**src/rtl/usb_irq_pkg.sv**
```systemverilog
package usb_irq_pkg;
  localparam int ADDR_W = 4;
  localparam int BYTE_W = 8;
  localparam int EP_N   = 16;
  localparam int BUS_N  = 8;

  localparam logic [ADDR_W-1:0] A_TX_ST  = 4'h2;
  localparam logic [ADDR_W-1:0] A_RX_ST  = 4'h4;
  localparam logic [ADDR_W-1:0] A_TX_EN  = 4'h6;
  localparam logic [ADDR_W-1:0] A_RX_EN  = 4'h8;
  localparam logic [ADDR_W-1:0] A_BUS_ST = 4'hA;
  localparam logic [ADDR_W-1:0] A_BUS_EN = 4'hB;

  localparam int BUS_RESET_BIT = 2;
endpackage

```
**src/rtl/usb_irq_status.sv**
```systemverilog
module usb_irq_status #(
  parameter int           W    = 16,
  parameter logic [W-1:0] LIVE = '1
) (
  input  logic         clk,
  input  logic         rst_n,
  input  logic [W-1:0] set_i,
  input  logic [W-1:0] clr_i,
  output logic [W-1:0] q_o
);
  // set wins over clear so a same-cycle event is kept
  always_ff @(posedge clk) begin
    if (!rst_n) q_o <= '0;
    else        q_o <= ((q_o & ~clr_i) | set_i) & LIVE;
  end
endmodule

```
**src/rtl/usb_irq_enable.sv**
```systemverilog
module usb_irq_enable #(
  parameter int           W    = 16,
  parameter logic [W-1:0] DFLT = '0,
  parameter logic [W-1:0] LIVE = '1
) (
  input  logic         clk,
  input  logic         rst_n,
  input  logic         load_dflt_i,
  input  logic [W-1:0] wmask_i,
  input  logic [W-1:0] wdata_i,
  output logic [W-1:0] q_o
);
  always_ff @(posedge clk) begin
    if (!rst_n)           q_o <= DFLT & LIVE;
    else if (load_dflt_i) q_o <= DFLT & LIVE;
    else                  q_o <= ((q_o & ~wmask_i) | (wdata_i & wmask_i)) & LIVE;
  end
endmodule

```
**src/rtl/usb_irq_bank.sv**
```systemverilog
module usb_irq_bank
  import usb_irq_pkg::*;
(
  input  logic              clk,
  input  logic              rst_n,
  input  logic [ADDR_W-1:0] reg_addr_i,
  input  logic              reg_rd_i,
  input  logic              reg_wr_i,
  input  logic [BYTE_W-1:0] reg_wdata_i,
  output logic [BYTE_W-1:0] reg_rdata_o,
  input  logic [EP_N-1:0]   ev_tx_i,
  input  logic [EP_N-1:0]   ev_rx_i,
  input  logic [BUS_N-1:0]  ev_bus_i,
  output logic              irq_o
);
  localparam logic [EP_N-1:0]  TX_DFLT = EP_N'(1);
  localparam logic [EP_N-1:0]  RX_LIVE = ~EP_N'(1);
  localparam logic [EP_N-1:0]  EP_ALL  = '1;
  localparam logic [BUS_N-1:0] BUS_ALL = '1;

  logic [EP_N-1:0]  tx_st, rx_st, tx_en, rx_en;
  logic [EP_N-1:0]  tx_clr, rx_clr, tx_wm, rx_wm;
  logic [BUS_N-1:0] bus_st, bus_en, bus_clr, bus_wm;
  logic             bus_reset;
  logic [BYTE_W-1:0] rd_byte;

  assign bus_reset = ev_bus_i[BUS_RESET_BIT];

  // per-bit byte-lane decode for the 16-bit registers
  for (genvar i = 0; i < EP_N; i++) begin : g_ep_lane
    localparam logic [ADDR_W-1:0] OFS = ADDR_W'(i / BYTE_W);
    assign tx_clr[i] = reg_rd_i && (reg_addr_i == A_TX_ST + OFS);
    assign rx_clr[i] = reg_rd_i && (reg_addr_i == A_RX_ST + OFS);
    assign tx_wm[i]  = reg_wr_i && (reg_addr_i == A_TX_EN + OFS);
    assign rx_wm[i]  = reg_wr_i && (reg_addr_i == A_RX_EN + OFS);
  end

  assign bus_clr = {BUS_N{reg_rd_i && (reg_addr_i == A_BUS_ST)}};
  assign bus_wm  = {BUS_N{reg_wr_i && (reg_addr_i == A_BUS_EN)}};

  usb_irq_status #(.W(EP_N), .LIVE(EP_ALL)) u_tx_st (
    .clk(clk), .rst_n(rst_n), .set_i(ev_tx_i), .clr_i(tx_clr), .q_o(tx_st));
  usb_irq_status #(.W(EP_N), .LIVE(RX_LIVE)) u_rx_st (
    .clk(clk), .rst_n(rst_n), .set_i(ev_rx_i), .clr_i(rx_clr), .q_o(rx_st));
  usb_irq_status #(.W(BUS_N), .LIVE(BUS_ALL)) u_bus_st (
    .clk(clk), .rst_n(rst_n), .set_i(ev_bus_i), .clr_i(bus_clr), .q_o(bus_st));

  usb_irq_enable #(.W(EP_N), .DFLT(TX_DFLT), .LIVE(EP_ALL)) u_tx_en (
    .clk(clk), .rst_n(rst_n), .load_dflt_i(bus_reset), .wmask_i(tx_wm),
    .wdata_i({2{reg_wdata_i}}), .q_o(tx_en));
  usb_irq_enable #(.W(EP_N), .DFLT('0), .LIVE(RX_LIVE)) u_rx_en (
    .clk(clk), .rst_n(rst_n), .load_dflt_i(bus_reset), .wmask_i(rx_wm),
    .wdata_i({2{reg_wdata_i}}), .q_o(rx_en));
  usb_irq_enable #(.W(BUS_N), .DFLT('0), .LIVE(BUS_ALL)) u_bus_en (
    .clk(clk), .rst_n(rst_n), .load_dflt_i(1'b0), .wmask_i(bus_wm),
    .wdata_i(reg_wdata_i), .q_o(bus_en));

  always_comb begin
    unique case (reg_addr_i)
      A_TX_ST:         rd_byte = tx_st[7:0];
      A_TX_ST + 4'h1:  rd_byte = tx_st[15:8];
      A_RX_ST:         rd_byte = rx_st[7:0];
      A_RX_ST + 4'h1:  rd_byte = rx_st[15:8];
      A_TX_EN:         rd_byte = tx_en[7:0];
      A_TX_EN + 4'h1:  rd_byte = tx_en[15:8];
      A_RX_EN:         rd_byte = rx_en[7:0];
      A_RX_EN + 4'h1:  rd_byte = rx_en[15:8];
      A_BUS_ST:        rd_byte = bus_st;
      A_BUS_EN:        rd_byte = bus_en;
      default:         rd_byte = '0;
    endcase
  end

  always_ff @(posedge clk) begin
    if (!rst_n)        reg_rdata_o <= '0;
    else if (reg_rd_i) reg_rdata_o <= rd_byte;
  end

  assign irq_o = |(tx_st & tx_en) | |(rx_st & rx_en) | |(bus_st & bus_en);
endmodule


```
**config.mk**
```make
export PLATFORM = sky130hd
export DESIGN_NAME = usb_irq_bank
export DESIGN_NICKNAME = d
export VERILOG_FILES = /design/src/rtl/usb_irq_pkg.sv /design/src/rtl/usb_irq_status.sv /design/src/rtl/usb_irq_enable.sv /design/src/rtl/usb_irq_bank.sv
export SDC_FILE = /design/constraint.sdc
export NUM_CORES = 1
export LEC_CHECK = 0
export ABC_AREA = 1
export CORE_MARGIN = 5
export CORE_UTILIZATION = 40
export DETAILED_ROUTE_END_ITERATION = 6
export HOLD_SLACK_MARGIN = 0.06
export PLACE_DENSITY = 0.66
export REMOVE_ABC_BUFFERS = 1
export SYNTH_ARGS = -nofsm -noshare
export SYNTH_HDL_FRONTEND = slang
export SYNTH_SLANG_ARGS = --single-unit
export TNS_END_PERCENT = 20
```
**constraint.sdc**
```tcl
create_clock -name clk -period 1.1 [get_ports clk]
set_input_delay 0.11 -clock clk [delete_from_list [all_inputs] [get_ports clk]]
set_output_delay 0.11 -clock clk [all_outputs]
set_load 0.02 [all_outputs]
```
==> reports/results.ini, run 1 <==
[outcome]
status = complete, but fails checks
violations = setup timing

[timing]
timing.fmax_mhz = 614
rsz0062_at_grt = yes
finalCritPeriodShare_pct = 148
finalHoldViolCount = 0
finalMaxSlewViolations = 0
worstMarginPinSlew_ns = 0.412
fin_skew_ns = 0.00698
setup_viol = 6
fin_ws_ns = -0.529
maxSlewHeadroom_pct = 72.5
timing.final.crit_period_ns = 1.63
tns_ns = -0.642

[die]
die_y_um = 110
die_x_um = 110
pin_count = 65
coreArea_sq_um = 9770
dieArea_sq_um = 12100
row_count = 36
initial_core_util_pct = 40.9

[clock_tree]
clock_sinks = 86
htree_num_levels = 3
root_buffer = clkbuf_8
insertion_delay_ns = 0.38
clk_pin_slew_ns = 0.09
cts_tree = yes
numCtsBuffers = 9
clockBufferDepth = 2

[placement]
portBuffers = 63
routabilityCongestion = 0.940
dpl_worst_slack_ns = -0.777
hpwl_um = 11300
place_inst = 852

[logic_synthesis]
synthTopCellsByArea = dfxtp_1 43%, nand2_1 12%, a21oi_1 10%
syn_inst = 562
synth_cell_types = 28
synth_area_sq_um = 4000
synth_top_family_by_area = simple AND/OR/NAND/NOR gates
synth_xor_area_share_pct = 0
syn_area_per_cell_sq_um = 7.12
synth-simple-area-share_pct = 33.3
synth_fa_ha_area_share_pct = 0.938
seq_area_frac_synth_pct = 43.0
yosys_warnings = 0
synth_seq_cells = 86
yosysTopAreaCellShare_pct = 43.0
muxShareOfSynthArea_pct = 0
synth_compound_area_share_pct = 15.4
yosys.area.top_type = dfxtp_1

[power]
power_leakage_uw = 0.00275
powerDensity_nw_per_um2 = 1140
irDropWorstVdd_uv = 915

[final_layout]
final_common_cell = nand2_1
syn_to_final_growth_pct = 53.7
num-nets-final = 799
fillers = 920
utilization_pct = 62.9
layout_common_cells = 116 x nand2_1, 114 x buf_4, 79 x a21oi_1
final_cell_count_no_fill = 878
drive_gt1_share_pct = 31.3
diodes = 0

[global_route]
globalRouteOverflowTotal = 0
grt_pass1_wl_um = 22800
grt_pass1_vias = 4378
grt_max_degree = 29
antenna_found_initial = 0
grt.total_usage_pct = 25.6

[drt]
first_iter_violations = 385
wl_um = 15400
vias_per_cell = 5.32
wl_per_cell_um = 17.5
vias = 4674
dr.pass1.iters = 5
drc = 0
postRouteAntennaNets = 0

[critical_path]
critical_path.most_common_cell = nand2_2
cp_data_required_time_ns = 0.99
path_buf_inv = 1
cp-start-kind = flip-flop
cp_slowest_cell = dfxtp_1
path_class = flip-flop to primary output
critPathTopFamily = simple AND/OR/NAND/NOR gates
cp-end-kind = primary output
crit_chain = nand2_2 > nand2_2 > nor2_2 > nand4_1 > nor2_4 > nand3_2 > buf_6
cp_max_fo = 2
max_stage_delay_ns = 0.33
arrival_ns = 1.52

[flow_run]
maxCapViolations = 0

[min_path]
hold_path_class = input pin to flip-flop

==> Yosys cell counts, drive strengths merged <==
| library cell | number |
|---|---|
| a21oi | 86 |
| a22o | 2 |
| buf | 19 |
| clkbuf | 5 |
| clkinv | 2 |
| dfxtp | 86 |
| ha | 3 |
| inv | 33 |
| nand2 | 129 |
| nand3 | 30 |
| nand4 | 42 |
| nor2 | 94 |
| o21ai | 31 |
==> routing by layer <==
metal  GRT usage, %  vias up  wire length (um)  share of wire, %
met5              0        -                 0                 0
met4           11.1        0               516               3.4
met3           4.54       41              1070               6.9
met2           43.7      201              7330                48
met1           31.7     2186              6470                42
li1               -     2246                 -                 -
==> through the flow <==
stage               hold WS (ns)  instance area, sq um  total power [uW]
floorplan                  0.223                  3840              3710
global placement           0.455                  5600              4450
detailed placement         0.470                  5600              4460
CTS                        0.302                  5960              6980
global route               0.269                  6150              7250
finish                     0.266                  6150              7030
==> cells by family after synthesis <==
kind of cell,after synthesis
AND/OR/NAND/NOR,295
AO/OA/AOI/OAI,119
flip-flops,86
buffers and inverters,59
adder cells (fa/ha/maj),3
==> power breakdown <==
part	leakage (uW)	switching (uW)	internal (uW)
clock network	0.000110	1150	1340
logic	0.00193	612	615
registers	0.000710	71.5	3240
==> repair_timing <==
item | in CTS | in global routing
hold endpoints to repair | 0 | 0
setup buffers | 0 | 4
gates cloned | 3 | 3
hold buffers | 0 | 0
gates resized for setup | 79 | 47
pin swaps | 13 | 16
endpoints found under the setup margin | 95 | 67
==> worst paths after layout <==
check | to | start | slack (ns) | cells after the start
max | irq_o | flip-flop | -0.53 | 7
min | flip-flop | reg_wr_i | 0.27 | 3
max reg2reg | reg_rdata_o[1] | u_tx_st.q_o[9] | -0.02 | 7
min reg2reg | reg_rdata_o[4] | reg_rdata_o[4] | 0.48 | 2
==> worst min-delay path, stage by stage <==
cell and delay (ns):
dlymetal6s2s_1 0.24, nand4_4 0.19, a21oi_1 0.07
==> final cells by class <==
cell class	count	area [sq um]	share of cell area (%)
multi-input cells	418	2180	35.4
flip-flops and latches	86	1730	28.2
repair buffers	190	1710	27.8
well taps	133	166	2.71
clock buffers	12	145	2.36
inverters	35	144	2.34
clock inverters	4	70.1	1.14
No activity file was read; power rests on OpenSTA's default activity.
==> run 2: changes to the inputs <==
Settings changed: HOLD_SLACK_MARGIN 0.06 to unset.
==> results of run 2 <==
Same layout as run 1: the final DEF is identical, and so are final timing and power.
==> run 3: changes to the inputs <==
Settings changed: CTS_BUF_LIST set to sky130_fd_sc_hd__clkbuf_4 sky130_fd_sc_hd__clkbuf_8 sky130_fd_sc_hd__clkbuf_16.
==> reports/results.ini, run 3 (same netlist as run 1, synthesis figures left out) <==
[placement]
hpwl_um = 11300  ; unchanged
dpl_worst_slack_ns = -0.777  ; unchanged
place_inst = 852  ; unchanged
routabilityCongestion = 0.940  ; unchanged
portBuffers = 63  ; unchanged

[die]
die_y_um = 110  ; unchanged
row_count = 36  ; unchanged
die_x_um = 110  ; unchanged
initial_core_util_pct = 40.9  ; unchanged
dieArea_sq_um = 12100  ; unchanged
pin_count = 65  ; unchanged
coreArea_sq_um = 9770  ; unchanged

[final_layout]
fillers = 925  ; was 920
drive_gt1_share_pct = 33.3  ; was 31.3%
final_cell_count_no_fill = 877  ; was 878
num-nets-final = 798  ; was 799
diodes = 0  ; unchanged
syn_to_final_growth_pct = 53.8  ; was 53.7%
seq_area_sq_um = 1740  ; was 1730 sq um
multi_input_area_sq_um = 2170  ; was 2180 sq um
final_common_cell = nand2_1  ; unchanged
layout_common_cells = 113 x nand2_1, 109 x buf_4, 79 x a21oi_1  ; was 116 x nand2_1, 114 x buf_4, 79 x a21oi_1

[power]
powerDensity_nw_per_um2 = 1150  ; was 1140 nW/um^2
power_frac_comb_pct = 17.3  ; was 17.5%
power.switching_uw = 1810  ; was 1840 uW
irDropWorstVdd_uv = 766  ; was 915 uV
intPower_uw = 5240  ; was 5190 uW
p_seq_share_pct = 47.0  ; was 47.1%
switching_share_pct = 25.7  ; was 26.1%
clockPowerShare_pct = 35.7  ; was 35.4%
power_leakage_uw = 0.00276  ; was 0.00275 uW

[clock_tree]
clk_pin_slew_ns = 0.09  ; about the same
clockBufferDepth = 2  ; unchanged
cts_tree = yes  ; unchanged
numCtsBuffers = 9  ; unchanged
insertion_delay_ns = 0.36  ; was 0.38 ns
clock_sinks = 86  ; unchanged
root_buffer = clkbuf_8  ; unchanged
htree_num_levels = 3  ; unchanged

[timing]
finalMaxSlewViolations = 0  ; unchanged
fin_ws_ns = -0.507  ; was -0.529 ns
rsz0062_at_grt = yes  ; unchanged
timing.final.crit_period_ns = 1.61  ; was 1.63 ns
finalHoldViolCount = 0  ; unchanged
worstMarginPinSlew_ns = 0.411  ; was 0.412 ns
finalCritPeriodShare_pct = 146  ; was 148%
fin_hold_ws_ns = 0.285  ; was 0.266 ns
tns_ns = -0.549  ; was -0.642 ns
maxSlewHeadroom_pct = 72.5  ; about the same
setup_viol = 2  ; was 6
fin_skew_ns = 0.00671  ; was 0.00698 ns
timing.fmax_mhz = 622  ; was 614 MHz

[global_route]
grt_pass1_vias = 4362  ; was 4378
grt_pass1_wl_um = 22800  ; about the same
grt_max_degree = 29  ; unchanged
antenna_found_initial = 0  ; unchanged
grt.total_usage_pct = 25.6  ; about the same
globalRouteOverflowTotal = 0  ; unchanged

[critical_path]
cp-end-kind = primary output  ; unchanged
arrival_ns = 1.50  ; was 1.52 ns
path_buf_inv = 1  ; unchanged
cp.depth = 7  ; unchanged
critPathTopFamily = simple AND/OR/NAND/NOR gates  ; unchanged
rr_worst_depth = 7  ; unchanged
r2r-end = reg_rdata_o[1]  ; unchanged
critical_path.most_common_cell = nand2_2  ; unchanged
crit_chain = nand2_2 > nand2_2 > nor2_2 > nand4_1 > nor2_4 > nand3_2 > buf_6  ; unchanged
cp_data_required_time_ns = 0.99  ; about the same
path_class = flip-flop to primary output  ; unchanged
r2r_start = u_tx_st.q_o[9]  ; unchanged
r2r_slack_ns = -0.04  ; was -0.02 ns
max_stage_delay_ns = 0.33  ; about the same
cp_max_fo = 2  ; unchanged
cp_slowest_cell = dfxtp_1  ; unchanged
cp-start-kind = flip-flop  ; unchanged

[flow_run]
maxCapViolations = 0  ; unchanged

[outcome]
violations = setup timing  ; unchanged
status = complete, but fails checks  ; unchanged

[drt]
first_iter_violations = 387  ; was 385
dr.pass1.iters = 5  ; unchanged
postRouteAntennaNets = 0  ; unchanged
wl_um = 15300  ; was 15400 um
vias = 4633  ; was 4674
vias_per_cell = 5.28  ; was 5.32
drc = 0  ; unchanged
wl_per_cell_um = 17.5  ; about the same

[min_path]
min_from = reg_wr_i  ; unchanged
whs_path_depth = 3  ; unchanged
hold_path_class = input pin to flip-flop  ; unchanged

## run 3: power groups by stage
stage | Clock [uW] | Combinational, uW | Sequential, uW
floorplan | 0 | 325 | 3380
global placement | 0 | 1080 | 3370
detailed placement | 0 | 1090 | 3370
finish | 2520 | 1220 | 3310
global route | 2670 | 1300 | 3330
CTS | 2570 | 1150 | 3310
## run 3: final cells by class
cell class | instances | share of cell area [%]
repair buffers | 189 | 27.8
multi-input cells | 418 | 35.3
inverters | 35 | 2.30
clock inverters | 4 | 1.14
clock buffers | 12 | 2.48
well taps | 133 | 2.70
flip-flops and latches | 86 | 28.3
## run 3: what timing repair did
| action | CTS | global route |
|---|---|---|
| endpoints found under the hold margin | 0 | 0 |
| gates cloned | 3 | 2 |
| setup buffers | 0 | 5 |
| setup endpoints to repair | 95 | 67 |
| hold buffers | 0 | 0 |
| pin swaps | 15 | 26 |
| gates resized for setup | 81 | 59 |
## run 3: worst max path at each step
stage,to,startpoint,slack [ns]
5_1_grt,irq_o,flip-flop,-0.60
2_1_floorplan,flip-flop,reg_addr_i[2],-0.62
6_report,irq_o,flip-flop,-0.51
4_1_cts,irq_o,flip-flop,-0.57
3_5_place_dp,reg_rdata_o[2],reg_addr_i[0],-0.78
3_3_place_gp,reg_rdata_o[2],reg_addr_i[0],-0.73
## run 3: per-layer routing
| metal | global-route usage (%) | vias to the layer above | part of all wire, % |
|---|---|---|---|
| met4 | 10.6 | 0 | 2.9 |
| met2 | 43.6 | 204 | 48 |
| met5 | 0 | - | 0 |
| met3 | 4.89 | 33 | 7.7 |
| met1 | 31.7 | 2157 | 41 |
| li1 | - | 2239 | - |
## run 3: tightest hold or removal path: cells and delay by family
family | cells | cell delay (ns)
simple gates | 1 | 0.20
buf+inv | 1 | 0.22
compound gates | 1 | 0.08
## run 3: per-stage QoR
step,util (%),cell area (sq um),total power (uW)
floorplan,-,3840,3710
global placement,57.3,5600,4450
detailed placement,57.3,5600,4460
CTS,61.1,5970,7030
global route,62.9,6150,7300
finish,62.9,6150,7050
